### config.mk
export PLATFORM = sky130hd
export DESIGN_NAME = frame_rx
export DESIGN_NICKNAME = d
export VERILOG_FILES = /design/src/rtl/fr_pkg.sv /design/src/rtl/fr_crc16.sv /design/src/rtl/fr_gap_timer.sv /design/src/rtl/frame_rx.sv
export SDC_FILE = /design/constraint.sdc
export NUM_CORES = 1
export LEC_CHECK = 0
export ABC_AREA = 1
export BUFFER_PORTS_ARGS = -buffer_cell sky130_fd_sc_hd__buf_2
export CAP_MARGIN = 20
export CORE_AREA = 2 2 117 119
export DETAILED_ROUTE_END_ITERATION = 6
export DIE_AREA = 0 0 119 121
export PLACE_DENSITY_LB_ADDON = 0.25
export SYNTH_ARGS = -nofsm -noshare
export SYNTH_HDL_FRONTEND = slang
export SYNTH_SLANG_ARGS = --single-unit
export TNS_END_PERCENT = 20
### constraint.sdc
create_clock -name clk -period 5.2 [get_ports clk]
set_input_delay 1.04 -clock clk [delete_from_list [all_inputs] [get_ports clk]]
set_output_delay 1.04 -clock clk [all_outputs]
set_load 0.005 [all_outputs]
### src/rtl/fr_pkg.sv
package fr_pkg;

  localparam int          BYTE_W   = 8;
  localparam logic [15:0] CRC_POLY = 16'hA001;
  localparam logic [15:0] CRC_INIT = 16'hFFFF;

  typedef enum logic [2:0] {
    S_IDLE,
    S_FUNC,
    S_LEN,
    S_PAY,
    S_CRCLO,
    S_CRCHI
  } fr_state_t;

  function automatic logic [15:0] crc16_byte(input logic [15:0] c_in,
                                             input logic [BYTE_W-1:0] d);
    logic [15:0] c;
    c = c_in ^ {8'h00, d};
    for (int i = 0; i < 8; i++) begin
      if (c[0]) c = (c >> 1) ^ CRC_POLY;
      else      c = c >> 1;
    end
    return c;
  endfunction

endpackage

### src/rtl/fr_crc16.sv
module fr_crc16
  import fr_pkg::*;
(
  input  logic              clk,
  input  logic              rst,
  input  logic              start,
  input  logic              en,
  input  logic [BYTE_W-1:0] din,
  output logic [15:0]       crc
);

  logic [15:0] base;

  always_comb base = start ? CRC_INIT : crc;

  always_ff @(posedge clk) begin
    if (rst)     crc <= CRC_INIT;
    else if (en) crc <= crc16_byte(base, din);
  end

endmodule

### src/rtl/fr_gap_timer.sv
module fr_gap_timer #(
  parameter int LIMIT = 1000
) (
  input  logic clk,
  input  logic rst,
  input  logic active,
  input  logic tick,
  output logic expire
);

  localparam int CW = $clog2(LIMIT + 1);
  localparam logic [CW-1:0] LAST = CW'(LIMIT - 1);

  logic [CW-1:0] cnt;

  always_comb expire = active && !tick && (cnt == LAST);

  always_ff @(posedge clk) begin
    if (rst || !active || tick) cnt <= '0;
    else if (cnt != LAST)       cnt <= cnt + 1'b1;
  end

endmodule

### src/rtl/frame_rx.sv
module frame_rx
  import fr_pkg::*;
#(
  parameter int TIMEOUT_CYC = 1000
) (
  input  logic       clk,
  input  logic       rst,
  input  logic [7:0] rx_data,
  input  logic       rx_valid,
  input  logic [7:0] my_dev,
  input  logic [7:0] my_func,
  output logic [7:0] buf_addr,
  output logic [7:0] buf_data,
  output logic       buf_we,
  output logic       frame_ok,
  output logic       frame_err
);

  fr_state_t   st;
  logic [7:0]  len_q;
  logic [7:0]  idx_q;
  logic [7:0]  lo_q;
  logic [15:0] crc;
  logic        crc_en;
  logic        crc_start;
  logic        tmo;

  always_comb begin
    crc_start = (st == S_IDLE);
    crc_en    = rx_valid && (((st == S_IDLE) && (rx_data == my_dev)) ||
                             (st == S_FUNC) || (st == S_LEN) || (st == S_PAY));
  end

  fr_crc16 u_crc (
    .clk   (clk),
    .rst   (rst),
    .start (crc_start),
    .en    (crc_en),
    .din   (rx_data),
    .crc   (crc)
  );

  fr_gap_timer #(.LIMIT(TIMEOUT_CYC)) u_tmr (
    .clk    (clk),
    .rst    (rst),
    .active (st != S_IDLE),
    .tick   (rx_valid),
    .expire (tmo)
  );

  always_ff @(posedge clk) begin
    if (rst) begin
      st        <= S_IDLE;
      len_q     <= '0;
      idx_q     <= '0;
      lo_q      <= '0;
      buf_we    <= 1'b0;
      buf_addr  <= '0;
      buf_data  <= '0;
      frame_ok  <= 1'b0;
      frame_err <= 1'b0;
    end else begin
      buf_we    <= 1'b0;
      frame_ok  <= 1'b0;
      frame_err <= 1'b0;
      if (rx_valid) begin
        case (st)
          S_IDLE:  if (rx_data == my_dev) st <= S_FUNC;
          S_FUNC:  st <= (rx_data == my_func) ? S_LEN : S_IDLE;
          S_LEN: begin
            len_q <= rx_data;
            idx_q <= '0;
            st    <= (rx_data == 8'd0) ? S_CRCLO : S_PAY;
          end
          S_PAY: begin
            buf_we   <= 1'b1;
            buf_addr <= idx_q;
            buf_data <= rx_data;
            idx_q    <= idx_q + 1'b1;
            if (idx_q == len_q - 1'b1) st <= S_CRCLO;
          end
          S_CRCLO: begin
            lo_q <= rx_data;
            st   <= S_CRCHI;
          end
          S_CRCHI: begin
            if ({rx_data, lo_q} == crc) frame_ok  <= 1'b1;
            else                        frame_err <= 1'b1;
            st <= S_IDLE;
          end
          default: st <= S_IDLE;
        endcase
      end else if (tmo) begin
        st <= S_IDLE;
      end
    end
  end

  AST_WE_FROM_PAYLOAD: assert property (@(posedge clk) disable iff (rst)
    buf_we |-> ($past(st) == S_PAY) && $past(rx_valid));
  AST_ADDR_IN_RANGE: assert property (@(posedge clk) disable iff (rst)
    buf_we |-> (buf_addr < len_q));
  AST_RESULT_AFTER_CRC: assert property (@(posedge clk) disable iff (rst)
    (frame_ok || frame_err) |-> ($past(st) == S_CRCHI) && $past(rx_valid));
  AST_RESULT_EXCLUSIVE: assert property (@(posedge clk) disable iff (rst)
    !(frame_ok && frame_err));
  AST_OK_SINGLE: assert property (@(posedge clk) disable iff (rst)
    frame_ok |=> !frame_ok);
  AST_TIMEOUT_IDLE: assert property (@(posedge clk) disable iff (rst)
    tmo |=> (st == S_IDLE));

endmodule

==> After elaboration in Yosys (flattened, before gate mapping) <==
Cells that the tools add are included.
{ "totals": {"ff_bits": 72, "latch_bits": 0, "ramBits": 0, "romBits": 0, "inputBits": 27, "out_inout_bits": 19, "mem_count": 0} }
{ "classes": {"n_addsub": 3, "multipliers": 0, "div": 0, "magnitude_cmp": 0, "n_eq_ne": 13, "shifts": 0, "muxes": 34, "n_bitwise": 11, "reduce_logical": 23} }
{ "op_table": {"columns": ["op", "n"], "rows": [
  ["16-bit 2-to-1 mux", 23],
  ["8-bit == test", 3],
  ["2-bit inverter with 3-bit output", 8],
  ["16-bit == test", 1],
  ["8-bit one-hot mux with 2 select lines", 1],
  ["16-bit by 8-bit bitwise XOR with 16-bit output", 1],
  ["3-bit 2-to-1 mux", 5],
  ["3-bit one-hot mux with 5 select lines", 1],
  ["10-bit by 1-bit adder with 10-bit output (second input constant)", 1],
  ["10-bit == test (second input constant)", 1],
  ["10-bit inequality test (second input constant)", 1],
  ["8-bit by 1-bit adder with 8-bit output (second input constant)", 1],
  ["8-bit logical NOT", 1],
  ["2-bit AND reduction", 4],
  ["8-bit by 1-bit subtractor with 8-bit output (second input constant)", 1],
  ["3-bit by 2-bit == test with 1-bit output (second input constant)", 2],
  ["3-bit == test (second input constant)", 2],
  ["1-bit logical OR", 5],
  ["1-bit logical AND", 4],
  ["2-bit nonzero test", 2],
  ["3-bit by 1-bit == test with 1-bit output (second input constant)", 1],
  ["3-bit logical NOT", 1],
  ["1-bit 2-to-1 mux", 3],
  ["3-bit by 2-bit inequality test with 1-bit output (second input constant)", 1],
  ["other kinds (8)", 10]
]} }

==> Depth between registers and ports, before layout <==
{ "logic_depth": {"ltp_word": 34, "depth_mapped": 17} }

==> Hierarchy <==
From an unflattened synthesis, not the netlist that was laid out.
{ "unflattened": {"hier_cells": 591, "area_unflattened_um2": 4250.3} }
{ "by_module_without_submodules": {"columns": ["module", "instances", "cells_per_inst", "area_per_inst_um2", "seq_area_each_um2"], "rows": [
  ["frame_rx", 1, 365, 2641.3, 920.9],
  ["fr_crc16", 1, 141, 1053.5, 320.3],
  ["fr_gap_timer", 1, 85, 555.5, 200.2]
]} }

==> Worst setup path after synthesis <==
Ideal clock, no wire load.
{ "synth_timing": {"kind": "in2reg", "startpoint": "in rx_data[2]", "endpoint": "reg u_crc.crc[4]", "setup_time_ns": 0.079, "arrival_ns": 2.314, "t_required_ns": 5.121, "slack_ns": 2.807, "path_stages": 11, "cell_sequence": "buf_2 > inv_1 > nor2_1 > nor4_1 > nand2_1 > nand2_1 > nand2_1 > inv_2 > buf_4 > o21ai_0 > o211ai_1"} }
{ "synth_between": {"elab_chain_cells": 6} }
{ "synth_lines": {"columns": ["item", "line", "text"], "rows": [
  ["start, declared", "frame_rx.sv:8", "input logic [7:0] rx_data,"],
  ["8-bit == test", "frame_rx.sv:30", "crc_en = rx_valid && (((st == S_IDLE) && (rx_data == my_dev)) ||"],
  ["1-bit logical AND", "frame_rx.sv:30", null],
  ["1-bit logical OR", "frame_rx.sv:30", null],
  ["1-bit logical OR (2 in series)", "frame_rx.sv:31", "(st == S_FUNC) || (st == S_LEN) || (st == S_PAY));"],
  ["1-bit logical AND", "frame_rx.sv:30", null],
  ["end signal, assigned", "fr_crc16.sv:18", "else if (en) crc <= crc16_byte(base, din);"],
  ["end, declared", "fr_crc16.sv:9", "output logic [15:0] crc"]
]} }
Every way passes these cells.
A chain may end at the register's enable or synchronous reset.

==> Worst setup path in the final report <==
{ "layout_timing": {"startpoint": "in rx_valid", "endpoint": "reg st[0]"} }
{ "layout_between": {"elab_chain_cells": 5, "word_cells_on_any_way": 8, "cone_classes": "2 x eq/ne; 1 x mux; 5 x reduce/logical"} }
{ "layout_lines": {"columns": ["item", "line", "text"], "rows": [
  ["start, declared", "frame_rx.sv:9", "input logic rx_valid,"],
  ["1-bit logical NOT", "fr_gap_timer.sv:16", "always_comb expire = active && !tick && (cnt == LAST);"],
  ["1-bit logical AND (2 in series)", "fr_gap_timer.sv:16", null],
  ["2-bit nonzero test (no line)", null, null],
  ["3-bit AND reduction (no line)", null, null],
  ["end signal, assigned", "frame_rx.sv:69", "S_FUNC: st <= (rx_data == my_func) ? S_LEN : S_IDLE;"],
  ["end signal, assigned", "frame_rx.sv:73", "st <= (rx_data == 8'd0) ? S_CRCLO : S_PAY;"],
  ["end, declared", "frame_rx.sv:19", "fr_state_t st;"]
]} }
Parallel ways exist; a longest one is shown, timed or not.

==> summary.txt <==
Floorplanning
  • Ports: 46
  • Core Rows: 42
  • Die footprint: approximately 14000 um^2
  • Starting Density: 29.5%
  • Die Wd: 119 um
  • Die height: 121 um
  • Core area: 13100 um^2

CTS
  • Clk_lat worst skew: 0.34 ns
  • CTS Sinks: 72
  • Cts repair resizes: 0
  • Post-CTS setup buffer count: 0
  • Worst-path clk slew: 0.06 ns
  • Hold Buf Count CTS: 0
  • CTS Buf Count: 9
  • Clk root buf: clkbuf_16
  • H-tree level count: 3
  • CTS max path bufs: 2
  • CTS tree: yes

Global routing
  • Vias in the first global route: 3442
  • Initial antenna violation count: 0
  • Total gr overflow: 0
  • Largest net degree at the start of global routing: 51
  • First-pass GRT wire length: 16900 um
  • GRT Util Overall: 14.9%

STA
  • Slew margin rel.: 35.8%
  • Setup violations, final: 0
  • Slew Viols, Final: 0
  • Endpoints failing hold: 0
  • Fmax: 0.371 GHz
  • Pin slew with the least headroom to its limit: 0.962 ns
  • Tcrit/Tclk final: 51.8%
  • Setup TNS: 0 ns
  • Tmin final: approximately 2.7 ns
  • RSZ-0062 raised after global routing: no
  • Skew final: between 0.007 and 0.008 ns

Setup path
  • Cell family with most CP delay: simple AND/OR/NAND/NOR gates
  • Arrival time at the worst endpoint: 2.93 ns
  • Flop2flop setup slack: 2.87 ns
  • CP Class: in -> reg
  • CP endpoint kind: flip-flop
  • CP required: about 5.4 ns
  • Startpoint Class: input port
  • Critical-path cell list: buf_2 -> inv_1 -> nor3_1 -> inv_2 -> nor2_2 -> nand2_1 -> nand3_1 -> nand2_1 -> inv_1 -> nor2_1
  • CP peak stage delay: between 0.7 and 0.8 ns
  • Critical-path maximum fanout: 28
  • Number of buffers and inverters on the critical path: 4
  • Critical path startpoint: rx_valid
  • Reg2reg start: st[1]
  • Critical path's slowest cell: nor2_2

Synthesis
  • Yosys top cell area share: 37.3%
  • #FFs+latches synth: 72
  • Synth Cell Area: 3870 um^2
  • Post-synth ARST share: 0%
  • Mapped Nets: between 500 and 600
  • Syn avg cell area: 7.31 um^2
  • Main flop type after synthesis: dfxtp_1
  • Synth top area cells: dfxtp_1 (37%), nand2_1 (7.4%), o21ai_0 (6.9%)
  • Cell taking the most area after synthesis: dfxtp_1
  • Synth warn: 0
  • Post-synth EDFFs: 0
  • Post-Syn Instances: 529
  • Post-synthesis sequential area ratio: 37.3%
  • Synth cell types: 35

Final layout
  • Final nets: 600
  • Antenna fix cells: 0
  • Layout overhead on the synthesized area: 17.3%
  • Layout cells sized above 1: ~18%
  • Post-Layout Cell Count: 751

Route
  • First-pass detailed-route iteration total: 4
  • Final ANT Viol Nets: 0
  • Vias: 3510
  • Avg WL per Cell: 13.7 um
  • Detailed-route DRC error count: 0
  • Vias/cell: between 4 and 5
  • Initial DRC count: 316
  • DRT Wirelength: 10300 um

Job
  • Max-Cap Viols: 0

Power and ir drop
  • Peak VDD IR: 0.170 mV
  • Static Leak: 0.00195 uW
  • Power per cell area: 315 nW/um^2
  • Total power: 1430 uW

Worst hold path
  • Worst min-delay path startpoint: idx_q[3]
  • Worst Hold Class: reg -> reg

Placed design
  • DP Cell Count: around 740
  • IO buf count: 45
  • Gp weighted congestion: 0.836
  • Detailed placer's ending HPWL: roughly 7500 um

Outcome
  • Status: completed
[flip-flops by register name (all words and copies together), names as in the netlist]
name	cells
frame_ok	1
u_crc.crc	16
st	3
buf_addr	8
idx_q	8
u_tmr.cnt	10
lo_q	8
buf_we	1
len_q	8
buf_data	8
frame_err	1
[metrics by stage]
stage,hold slack [ns],area [um^2],utilization (%),setup slack (ns)
2_1_floorplan,0.439,3870,-,2.81
3_3_place_gp,0.459,4240,32.4,2.20
3_5_place_dp,0.464,4240,32.4,2.13
4_1_cts,0.472,4530,34.7,2.49
5_1_grt,0.504,4530,34.7,2.25
6_report,0.468,4530,34.7,2.51
[power by group]
| part | internal, uW | total, uW | switching [uW] |
|---|---|---|---|
| clock network | 371 | 619 | 248 |
| registers | 572 | 590 | 17.7 |
| logic | 76.5 | 218 | 142 |
| total | 1020 | 1430 | 408 |
[cells in the mapped netlist, types with 5 or more instances]
cell type,count
a21oi_1,42
clkbuf_1,12
dfxtp_1,72
inv_1,53
inv_2,8
nand2_1,76
nand2_2,8
nand3_1,32
nand3_2,6
nand4_1,9
nor2_1,45
nor3_1,16
nor3b_1,7
nor4_1,5
o211ai_1,11
o21ai_0,53
or2_2,6
xnor2_1,11
xor2_1,30
[cell families (layout without fill, tap and decap cells)]
kind of cell	Yosys count	count (layout)	synth area share [%]
fa+ha+maj	3	3	0.971
compound gates	114	114	15.9
simple gates	218	218	27.3
xor+xnor	43	43	10.1
flops	72	72	37.3
buf+inv	79	125	8.35
[final timing paths]
| path | depth (start not counted) | endpoint |
|---|---|---|
| worst max-delay path | 10 | st[0] |
| worst min-delay path | 2 | buf_addr[3] |
| worst max register to register | 9 | st[0] |
| worst min register to register | 2 | buf_addr[3] |
[worst register-to-register path: stages, from the launching register on]
cell and delay [ns]:
dfxtp_1 0.45, inv_1 0.12, nor3_1 0.23, inv_2 0.11, nor2_2 0.74, nand2_1 0.25
nand3_1 0.18, nand2_1 0.06, inv_1 0.05, nor2_1 0.04
[area by class of cell]
cell class                      instances  area, um^2
Tap cell                              176         220
Multi-Input combinational cell        378        2100
Clock inverter                          7        72.6
Clock buffer                            9         225
Inverter                               62         233
Sequential cell                        72        1440
Timing Repair Buffer                   47         240
Fill cell                            1384        8550
[layer usage]
layer | track usage, % | routed length [um]
met1 | 18.6 | 4860
met2 | 25.1 | 4830
met3 | 3.38 | 374
met4 | 5.21 | 221
met5 | 0 | 0
[layout by cell type (no fill, tap or decap), types with 2 or more instances in the layout]
| master | instances |
|---|---|
| o211ai_1 | 11 |
| a31o_2 | 2 |
| inv_1 | 53 |
| clkinv_2 | 2 |
| clkinv_4 | 2 |
| nor2_2 | 2 |
| ha_1 | 3 |
| nand3_1 | 32 |
| xor2_1 | 30 |
| nand4_1 | 9 |
| nand3_2 | 6 |
| nand2_4 | 3 |
| nor3_1 | 16 |
| clkinvlp_4 | 2 |
| nor3b_1 | 7 |
| dfxtp_1 | 72 |
| o21ai_0 | 53 |
| nand2_1 | 76 |
| o21ai_1 | 3 |
| nor4_1 | 5 |
| a21oi_1 | 42 |
| xor2_2 | 2 |
| buf_4 | 2 |
| buf_2 | 45 |
| clkbuf_16 | 9 |
| xnor2_1 | 11 |
| or2_2 | 6 |
| nand2_2 | 8 |
| nor2_1 | 45 |
| inv_2 | 8 |
Power figures use the tool's default switching activity.
